File: config.mk
export PLATFORM = sky130hd
export DESIGN_NAME = mpuart_rx
export DESIGN_NICKNAME = d
export VERILOG_FILES = /design/src/rtl/mpuart_pkg.sv /design/src/rtl/mpuart_idle_det.sv /design/src/rtl/mpuart_deser.sv /design/src/rtl/mpuart_status.sv /design/src/rtl/mpuart_rx.sv
export SDC_FILE = /design/constraint.sdc
export NUM_CORES = 1
export LEC_CHECK = 0
export ABC_AREA = 1
export BUFFER_PORTS_ARGS = -buffer_cell sky130_fd_sc_hd__buf_4
export CORE_AREA = 5 5 68 85
export DETAILED_ROUTE_END_ITERATION = 16
export DIE_AREA = 0 0 73 90
export PLACE_DENSITY = 0.8
export SYNTH_ARGS = -nofsm -noshare
export SYNTH_HDL_FRONTEND = slang
export SYNTH_SLANG_ARGS = --single-unit
File: constraint.sdc
create_clock -name clk -period 3.13 [get_ports clk]
set_input_delay 0.7825 -clock clk [delete_from_list [all_inputs] [get_ports clk]]
set_output_delay 0.7825 -clock clk [all_outputs]
set_load 0.05 [all_outputs]
File: src/rtl/mpuart_pkg.sv
package mpuart_pkg;
   typedef enum logic [1:0] {
      MODE_PLAIN = 2'd0,
      MODE_IDLE  = 2'd1,
      MODE_ADDR  = 2'd2
   } rx_mode_e;

   typedef enum logic [2:0] {
      ST_IDLE,
      ST_DATA,
      ST_ADDR,
      ST_PAR,
      ST_STOP
   } rx_state_e;

   typedef struct packed {
      logic [7:0] data;
      logic       abit;
      logic       fe;
      logic       pe;
      logic       brk;
      logic       idle;
   } rx_frame_t;
endpackage

File: src/rtl/mpuart_idle_det.sv
module mpuart_idle_det #(
   parameter int IDLE_BITS = 11
) (
   input  logic clk,
   input  logic rst_n,
   input  logic tick,
   input  logic line,
   input  logic armed,
   input  logic restart,
   output logic hit
);
   localparam int CW = $clog2(IDLE_BITS + 1);

   logic [CW-1:0] run_q;

   assign hit = (run_q == CW'(IDLE_BITS));

   always_ff @(posedge clk or negedge rst_n) begin
      if (!rst_n)
         run_q <= '0;
      else if (restart)
         run_q <= '0;
      else if (tick && armed && line && !hit)
         run_q <= run_q + 1'b1;
   end
endmodule

File: src/rtl/mpuart_deser.sv
module mpuart_deser
   import mpuart_pkg::*;
#(
   parameter int DATA_W = 8
) (
   input  logic       clk,
   input  logic       rst_n,
   input  logic       tick,
   input  logic       line,
   input  logic       len7,
   input  logic       msb_first,
   input  logic       par_en,
   input  logic       par_even,
   input  logic       two_stop,
   input  logic [1:0] mode,
   input  logic       idle_hit,
   output logic       armed,
   output logic       start,
   output logic       busy,
   output logic       fr_done,
   output rx_frame_t  fr
);
   localparam int BCW = $clog2(DATA_W);

   rx_state_e         st_q;
   logic [BCW-1:0]    bit_q;
   logic              stop_q;
   logic [DATA_W-1:0] sh_q;
   logic              acc_q;
   logic              low_q;
   logic              fe_q;
   logic              pe_q;
   logic              abit_q;
   logic              idle_q;
   logic [BCW-1:0]    last_bit;
   logic [DATA_W-1:0] data_c;
   logic              fe_n;
   logic              low_n;

   assign armed    = (st_q == ST_IDLE);
   assign busy     = !armed;
   assign start    = tick && armed && !line;
   assign last_bit = len7 ? BCW'(DATA_W - 2) : BCW'(DATA_W - 1);
   assign fe_n     = fe_q | !line;
   assign low_n    = low_q & !line;

   always_comb begin
      if (!len7)
         data_c = sh_q;
      else if (msb_first)
         data_c = {1'b0, sh_q[DATA_W-2:0]};
      else
         data_c = {1'b0, sh_q[DATA_W-1:1]};
   end

   always_ff @(posedge clk or negedge rst_n) begin
      if (!rst_n) begin
         st_q    <= ST_IDLE;
         bit_q   <= '0;
         stop_q  <= 1'b0;
         sh_q    <= '0;
         acc_q   <= 1'b0;
         low_q   <= 1'b0;
         fe_q    <= 1'b0;
         pe_q    <= 1'b0;
         abit_q  <= 1'b0;
         idle_q  <= 1'b0;
         fr_done <= 1'b0;
         fr      <= '0;
      end else begin
         fr_done <= 1'b0;
         if (tick) begin
            unique case (st_q)
               ST_IDLE: if (!line) begin
                  st_q   <= ST_DATA;
                  bit_q  <= '0;
                  sh_q   <= '0;
                  acc_q  <= 1'b0;
                  low_q  <= 1'b1;
                  fe_q   <= 1'b0;
                  pe_q   <= 1'b0;
                  abit_q <= 1'b0;
                  idle_q <= idle_hit;
               end
               ST_DATA: begin
                  sh_q  <= msb_first ? {sh_q[DATA_W-2:0], line}
                                     : {line, sh_q[DATA_W-1:1]};
                  acc_q <= acc_q ^ line;
                  low_q <= low_n;
                  if (bit_q == last_bit) begin
                     stop_q <= 1'b0;
                     if (mode == MODE_ADDR) st_q <= ST_ADDR;
                     else if (par_en)       st_q <= ST_PAR;
                     else                   st_q <= ST_STOP;
                  end else begin
                     bit_q <= bit_q + 1'b1;
                  end
               end
               ST_ADDR: begin
                  abit_q <= line;
                  acc_q  <= acc_q ^ line;
                  low_q  <= low_n;
                  st_q   <= par_en ? ST_PAR : ST_STOP;
               end
               ST_PAR: begin
                  pe_q  <= acc_q ^ line ^ !par_even;
                  low_q <= low_n;
                  st_q  <= ST_STOP;
               end
               ST_STOP: begin
                  if (stop_q == two_stop) begin
                     st_q    <= ST_IDLE;
                     fr_done <= 1'b1;
                     fr.data <= data_c;
                     fr.abit <= abit_q;
                     fr.fe   <= fe_n;
                     fr.pe   <= pe_q;
                     fr.brk  <= low_n;
                     fr.idle <= idle_q;
                  end else begin
                     stop_q <= 1'b1;
                     fe_q   <= fe_n;
                     low_q  <= low_n;
                  end
               end
               default: st_q <= ST_IDLE;
            endcase
         end
      end
   end
endmodule

File: src/rtl/mpuart_status.sv
module mpuart_status
   import mpuart_pkg::*;
(
   input  logic       clk,
   input  logic       rst_n,
   input  logic       fr_done,
   input  rx_frame_t  fr,
   input  logic [1:0] mode,
   input  logic       dormant,
   input  logic       err_ie,
   input  logic       brk_ie,
   input  logic       rd,
   output logic [7:0] rx_data,
   output logic       rx_ready,
   output logic       err_fe,
   output logic       err_pe,
   output logic       err_oe,
   output logic       err_sum,
   output logic       brk_flag,
   output logic       addr_flag,
   output logic       idle_flag
);
   logic wake, clean, raise, ovr, new_addr, new_idle, keep;

   always_comb begin
      unique case (mode)
         MODE_IDLE: begin wake = fr.idle; new_addr = fr.idle; end
         MODE_ADDR: begin wake = fr.abit; new_addr = fr.abit; end
         default:   begin wake = 1'b1;    new_addr = 1'b0;    end
      endcase
      new_idle = (mode == MODE_IDLE) && fr.idle;
      clean    = !(fr.fe || fr.pe) || err_ie;
      raise    = fr_done && (fr.brk ? brk_ie : (clean && (!dormant || wake)));
      keep     = !rd;
      ovr      = raise && rx_ready && keep;
   end

   always_ff @(posedge clk or negedge rst_n) begin
      if (!rst_n) begin
         rx_data   <= '0;
         rx_ready  <= 1'b0;
         err_fe    <= 1'b0;
         err_pe    <= 1'b0;
         err_oe    <= 1'b0;
         err_sum   <= 1'b0;
         brk_flag  <= 1'b0;
         addr_flag <= 1'b0;
         idle_flag <= 1'b0;
      end else begin
         rx_ready <= (rx_ready & keep) | raise;
         err_fe   <= (err_fe   & keep) | (fr_done & fr.fe);
         err_pe   <= (err_pe   & keep) | (fr_done & fr.pe);
         err_oe   <= (err_oe   & keep) | ovr;
         err_sum  <= (err_sum  & keep) | (fr_done & (fr.fe | fr.pe)) | ovr;
         brk_flag <= (brk_flag & keep) | (fr_done & fr.brk);
         if (raise) begin
            rx_data   <= fr.data;
            addr_flag <= new_addr;
            idle_flag <= new_idle;
         end else begin
            addr_flag <= addr_flag & keep;
            idle_flag <= idle_flag & keep;
         end
      end
   end
endmodule

File: src/rtl/mpuart_rx.sv
module mpuart_rx
   import mpuart_pkg::*;
#(
   parameter int DATA_W    = 8,
   parameter int IDLE_BITS = 11
) (
   input  logic       clk,
   input  logic       rst_n,
   input  logic       tick,
   input  logic       rx_line,
   input  logic       loop_en,
   input  logic       loop_tx,
   input  logic       len7,
   input  logic       msb_first,
   input  logic       par_en,
   input  logic       par_even,
   input  logic       two_stop,
   input  logic [1:0] mode,
   input  logic       dormant,
   input  logic       err_ie,
   input  logic       brk_ie,
   input  logic       rd_stb,
   output logic [7:0] rx_data,
   output logic       rx_ready,
   output logic       err_fe,
   output logic       err_pe,
   output logic       err_oe,
   output logic       err_sum,
   output logic       brk_flag,
   output logic       addr_flag,
   output logic       idle_flag,
   output logic       busy
);
   generate
      if (DATA_W != 8) begin : g_bad_width
         $error("mpuart_rx: DATA_W must be 8");
      end
      if (IDLE_BITS < 10) begin : g_bad_idle
         $error("mpuart_rx: IDLE_BITS must be at least 10");
      end
   endgenerate

   logic      line_in;
   logic      armed, start, idle_hit, fr_done;
   rx_frame_t fr;

   assign line_in = loop_en ? loop_tx : rx_line;

   mpuart_idle_det #(.IDLE_BITS(IDLE_BITS)) u_idle (
      .clk(clk), .rst_n(rst_n), .tick(tick), .line(line_in),
      .armed(armed), .restart(start), .hit(idle_hit)
   );

   mpuart_deser #(.DATA_W(DATA_W)) u_deser (
      .clk(clk), .rst_n(rst_n), .tick(tick), .line(line_in),
      .len7(len7), .msb_first(msb_first), .par_en(par_en),
      .par_even(par_even), .two_stop(two_stop), .mode(mode),
      .idle_hit(idle_hit), .armed(armed), .start(start), .busy(busy),
      .fr_done(fr_done), .fr(fr)
   );

   mpuart_status u_stat (
      .clk(clk), .rst_n(rst_n), .fr_done(fr_done), .fr(fr), .mode(mode),
      .dormant(dormant), .err_ie(err_ie), .brk_ie(brk_ie), .rd(rd_stb),
      .rx_data(rx_data), .rx_ready(rx_ready), .err_fe(err_fe),
      .err_pe(err_pe), .err_oe(err_oe), .err_sum(err_sum),
      .brk_flag(brk_flag), .addr_flag(addr_flag), .idle_flag(idle_flag)
   );
endmodule

==> flow_results.org <==
** Worst hold path
- For hold timing, the worst endpoint is u_stat.rx_data[7].
- The tightest min-delay check is of the flop to flop type.
- Min-Delay Path Depth :: 2
- Startpoint of the lowest-slack hold path :: u_deser.fr[12]

** Logic synthesis
- Number of unique standard cell types used by synthesis :: 26
- After synthesis the netlist holds a flip-flop and latch count of 55.
- Warnings from Yosys :: 0
- Cell area after synthesis :: 2820 um^2
- Of the post-synthesis cell area, the dominant cell type holds 0.488.
- Mean Syn Cell Area :: 7.66 um^2
- The number of nets handed over by synthesis was 389.
- By area the synthesized netlist is led by sky130_fd_sc_hd__dfrtp_1, sky130_fd_sc_hd__nand2_1, sky130_fd_sc_hd__inv_1, sky130_fd_sc_hd__nand3_1, sky130_fd_sc_hd__o21ai_0.
- The share of the Yosys chip area taken by registers is 0.488.
- sky130_fd_sc_hd__dfrtp_1 takes more of the synthesized area than any other cell.
- Synthesis produced a netlist whose cell count is 368.

** Timing
- Setup repair after global routing left no endpoint under its margin.
- After layout, the minimum clock period comes to 2160 ps.
- Derived from the worst setup path, the maximum achievable clock frequency is 0.463 GHz.
- Setup TNS :: 0 ps
- Max Slew Vio Count :: 0
- On the final layout, the worst clock skew is 5.39 ps.
- The number of failing hold endpoints at the final stage was 0.
- Least-Margin Pin Slew :: 659 ps
- Of the available clock period, the critical path in the final layout requires 0.690.
- Final number of setup-violating endpoints :: 0
- Normalized max-slew margin :: 0.561

** Floorplanning
- Chip width :: 73 um
- From bottom edge to top edge, the die measures 90 um.
- Core Rows :: 29
- Number of I/O pins :: 34
- Starting utilization of the core area :: 0.571
- The die covers 6570 um^2.
- Total core area :: 4930 um^2

** Worst setup path
- STA puts the critical path data required time at 2350 ps.
- Data arrives at the worst endpoint at 1380 ps.
- The worst register-to-register path begins at u_deser.st_q[0].
- STA classifies the critical path endpoint as a primary output.
- The worst setup path is launched from a flop.
- The worst setup path is of the flop to primary output kind.
- Crit-path max FO :: 8
- Critical R2R Capture :: u_deser.sh_q[1]
- Register-to-register setup slack :: 1370 ps
- The worst register-to-register path has a depth of 7.

** Power
- Leakage power of the design :: 1.77 nW
- Pwr dens :: 882 nW/um^2
- Across the VDD grid, the largest voltage drop is 0.525 mV.

** Layout
- Layout Utilization :: 0.649
- After the last flow step, the layout net total stands at 421.
- Most common cell after layout, fill and taps aside :: sky130_fd_sc_hd__nand2_1
- The top cell types in the final layout, fill and taps aside, are sky130_fd_sc_hd__nand2_1, sky130_fd_sc_hd__dfrtp_1, sky130_fd_sc_hd__inv_1.
- Fraction of layout cells with a size suffix above 1 :: 0.130
- The number of antenna diodes in the final layout is 0.
- Area Growth Syn to Fin :: 13.6%

** CTS
- The H-tree generated during clock tree synthesis spans 2 levels.
- Clock edge transition at the registers on the reported setup and hold paths :: 110 ps
- TritonCTS built the clock tree.
- Clock Tree Buf Depth :: 2
- Setup fix buffers added after clock tree synthesis :: 0
- Cell at the root of the clock tree :: sky130_fd_sc_hd__clkbuf_8
- At the later pin of the worst-skew pair, clock insertion delay measures 310 ps.
- Resized cells post-CTS :: 0
- For this design, the CTS-stage hold fixing added 0 buffers.
- The clock net in this run drives a total of 55 sinks.
- Inserted Clock Buffers :: 5

** Drt
- Detailed-route wire length :: 5.72 mm
- In the final routed layout, each cell accounts on average for 12.3 um.
- In the routed layout, each cell is associated on average with a via count of 5.27.
- ANT nets after route :: 0
- The routed layout has 2440 vias.
- In this run, the number of DRC markers left after iteration 0 of detailed routing was 107.
- Number of search-and-repair iterations in the first detailed-routing pass :: 4
- In the routed design, unresolved DRC markers number 0.

** Outcome
- Run status :: completed

** Placed design
- Detail Placement HPWL :: 4.31 mm
- Input and output buffers added on the ports amount to 33.
- The congestion estimate from routability-driven global placement came to 0.875.

** GRT
- The first global-routing pass estimated 10.0 mm of wire.
- Antenna violations before repair :: 0
- Entering global routing, the biggest net connects 56 pins.
- The via count of the first global-routing pass was 2245.
- Grt total ovfl :: 0
- GRT Util Overall :: 0.187

** Job
- Max-cap violations in this run came to 0.
==> final cells by class <==
type / count / area (um^2)
inverter: 40 / 150
sequential: 55 / 1380
multi-input combinational: 264 / 1240
clock buffer: 5 / 68.8
clock inverter: 3 / 28.8
timing repair buffer: 34 / 255
tap: 62 / 77.6
fill: 434 / 1730
==> worst max path at each step <==
stage	end	startpoint	slack, ps	cells after the start
final	busy	u_deser.st_q[0]	970	3
after global routing	busy	u_deser.st_q[0]	900	3
after CTS	busy	u_deser.st_q[0]	980	3
after detailed placement	u_stat.err_oe	mode[0]	750	9
after global placement	u_stat.err_oe	mode[0]	840	9
after floorplan	u_stat.rx_data[0]	mode[0]	1310	8
==> kinds of logic after synthesis <==
kind of cell	count (synthesis)	share of synthesized area
compound gates	52	0.101
xor+xnor	3	0.00932
fa+ha+maj	4	0.0178
buf+inv	49	0.0701
flops	55	0.488
simple gates	205	0.313
==> flip-flops by register name, summed over array words and instances (netlist names), 3 cells and up <==
register	count
u_deser.st_q	3
u_deser.fr	13
u_idle.run_q	4
u_deser.sh_q	8
u_stat.rx_data	8
u_deser.bit_q	3
==> per-layer routing <==
layer	global-route usage	up-vias	wire length, um
met5	0	-	0
met4	0.0800	0	147
met2	0.298	84	2760
li1	-	1233	-
met3	0.0313	11	327
met1	0.248	1112	2480
==> worst max-delay path, cell delays in order (launching register included) <==
cell,delay [ps]
sky130_fd_sc_hd__dfrtp_1,540
sky130_fd_sc_hd__inv_1,180
sky130_fd_sc_hd__nand2_2,140
sky130_fd_sc_hd__buf_4,210
==> synthesized netlist by cell type (all sizes together) <==
cell type,instances
dfrtp,55
clkbuf,5
buf,4
ha,4
o21ai,30
nand2,133
nor2,34
nand3b,4
nand3,29
xor2,2
o211ai,6
nor3,1
a21oi,15
nand4,4
xnor2,1
inv,40
o21bai,1
==> power breakdown <==
part	total, mW	switching (mW)	internal, mW	leakage, nW
clock	0.421	0.254	0.166	0.0502
sequential	1.19	0.214	0.974	0.719
combinational	1.21	0.818	0.396	1.00
total	2.82	1.29	1.54	1.77
==> per-stage QoR <==
step | power [mW] | setup slack, ps | hold slack [ps] | cells | instance area (um^2)
after floorplan | 2.09 | 1310 | 442 | 368 | 2820
after global placement | 2.38 | 839 | 452 | 455 | 3100
after detailed placement | 2.42 | 749 | 455 | 455 | 3100
after CTS | 2.84 | 980 | 472 | 463 | 3200
after global routing | 3.06 | 899 | 507 | 463 | 3200
final | 2.82 | 970 | 470 | 463 | 3200
No activity file was read; power rests on OpenSTA's default activity.
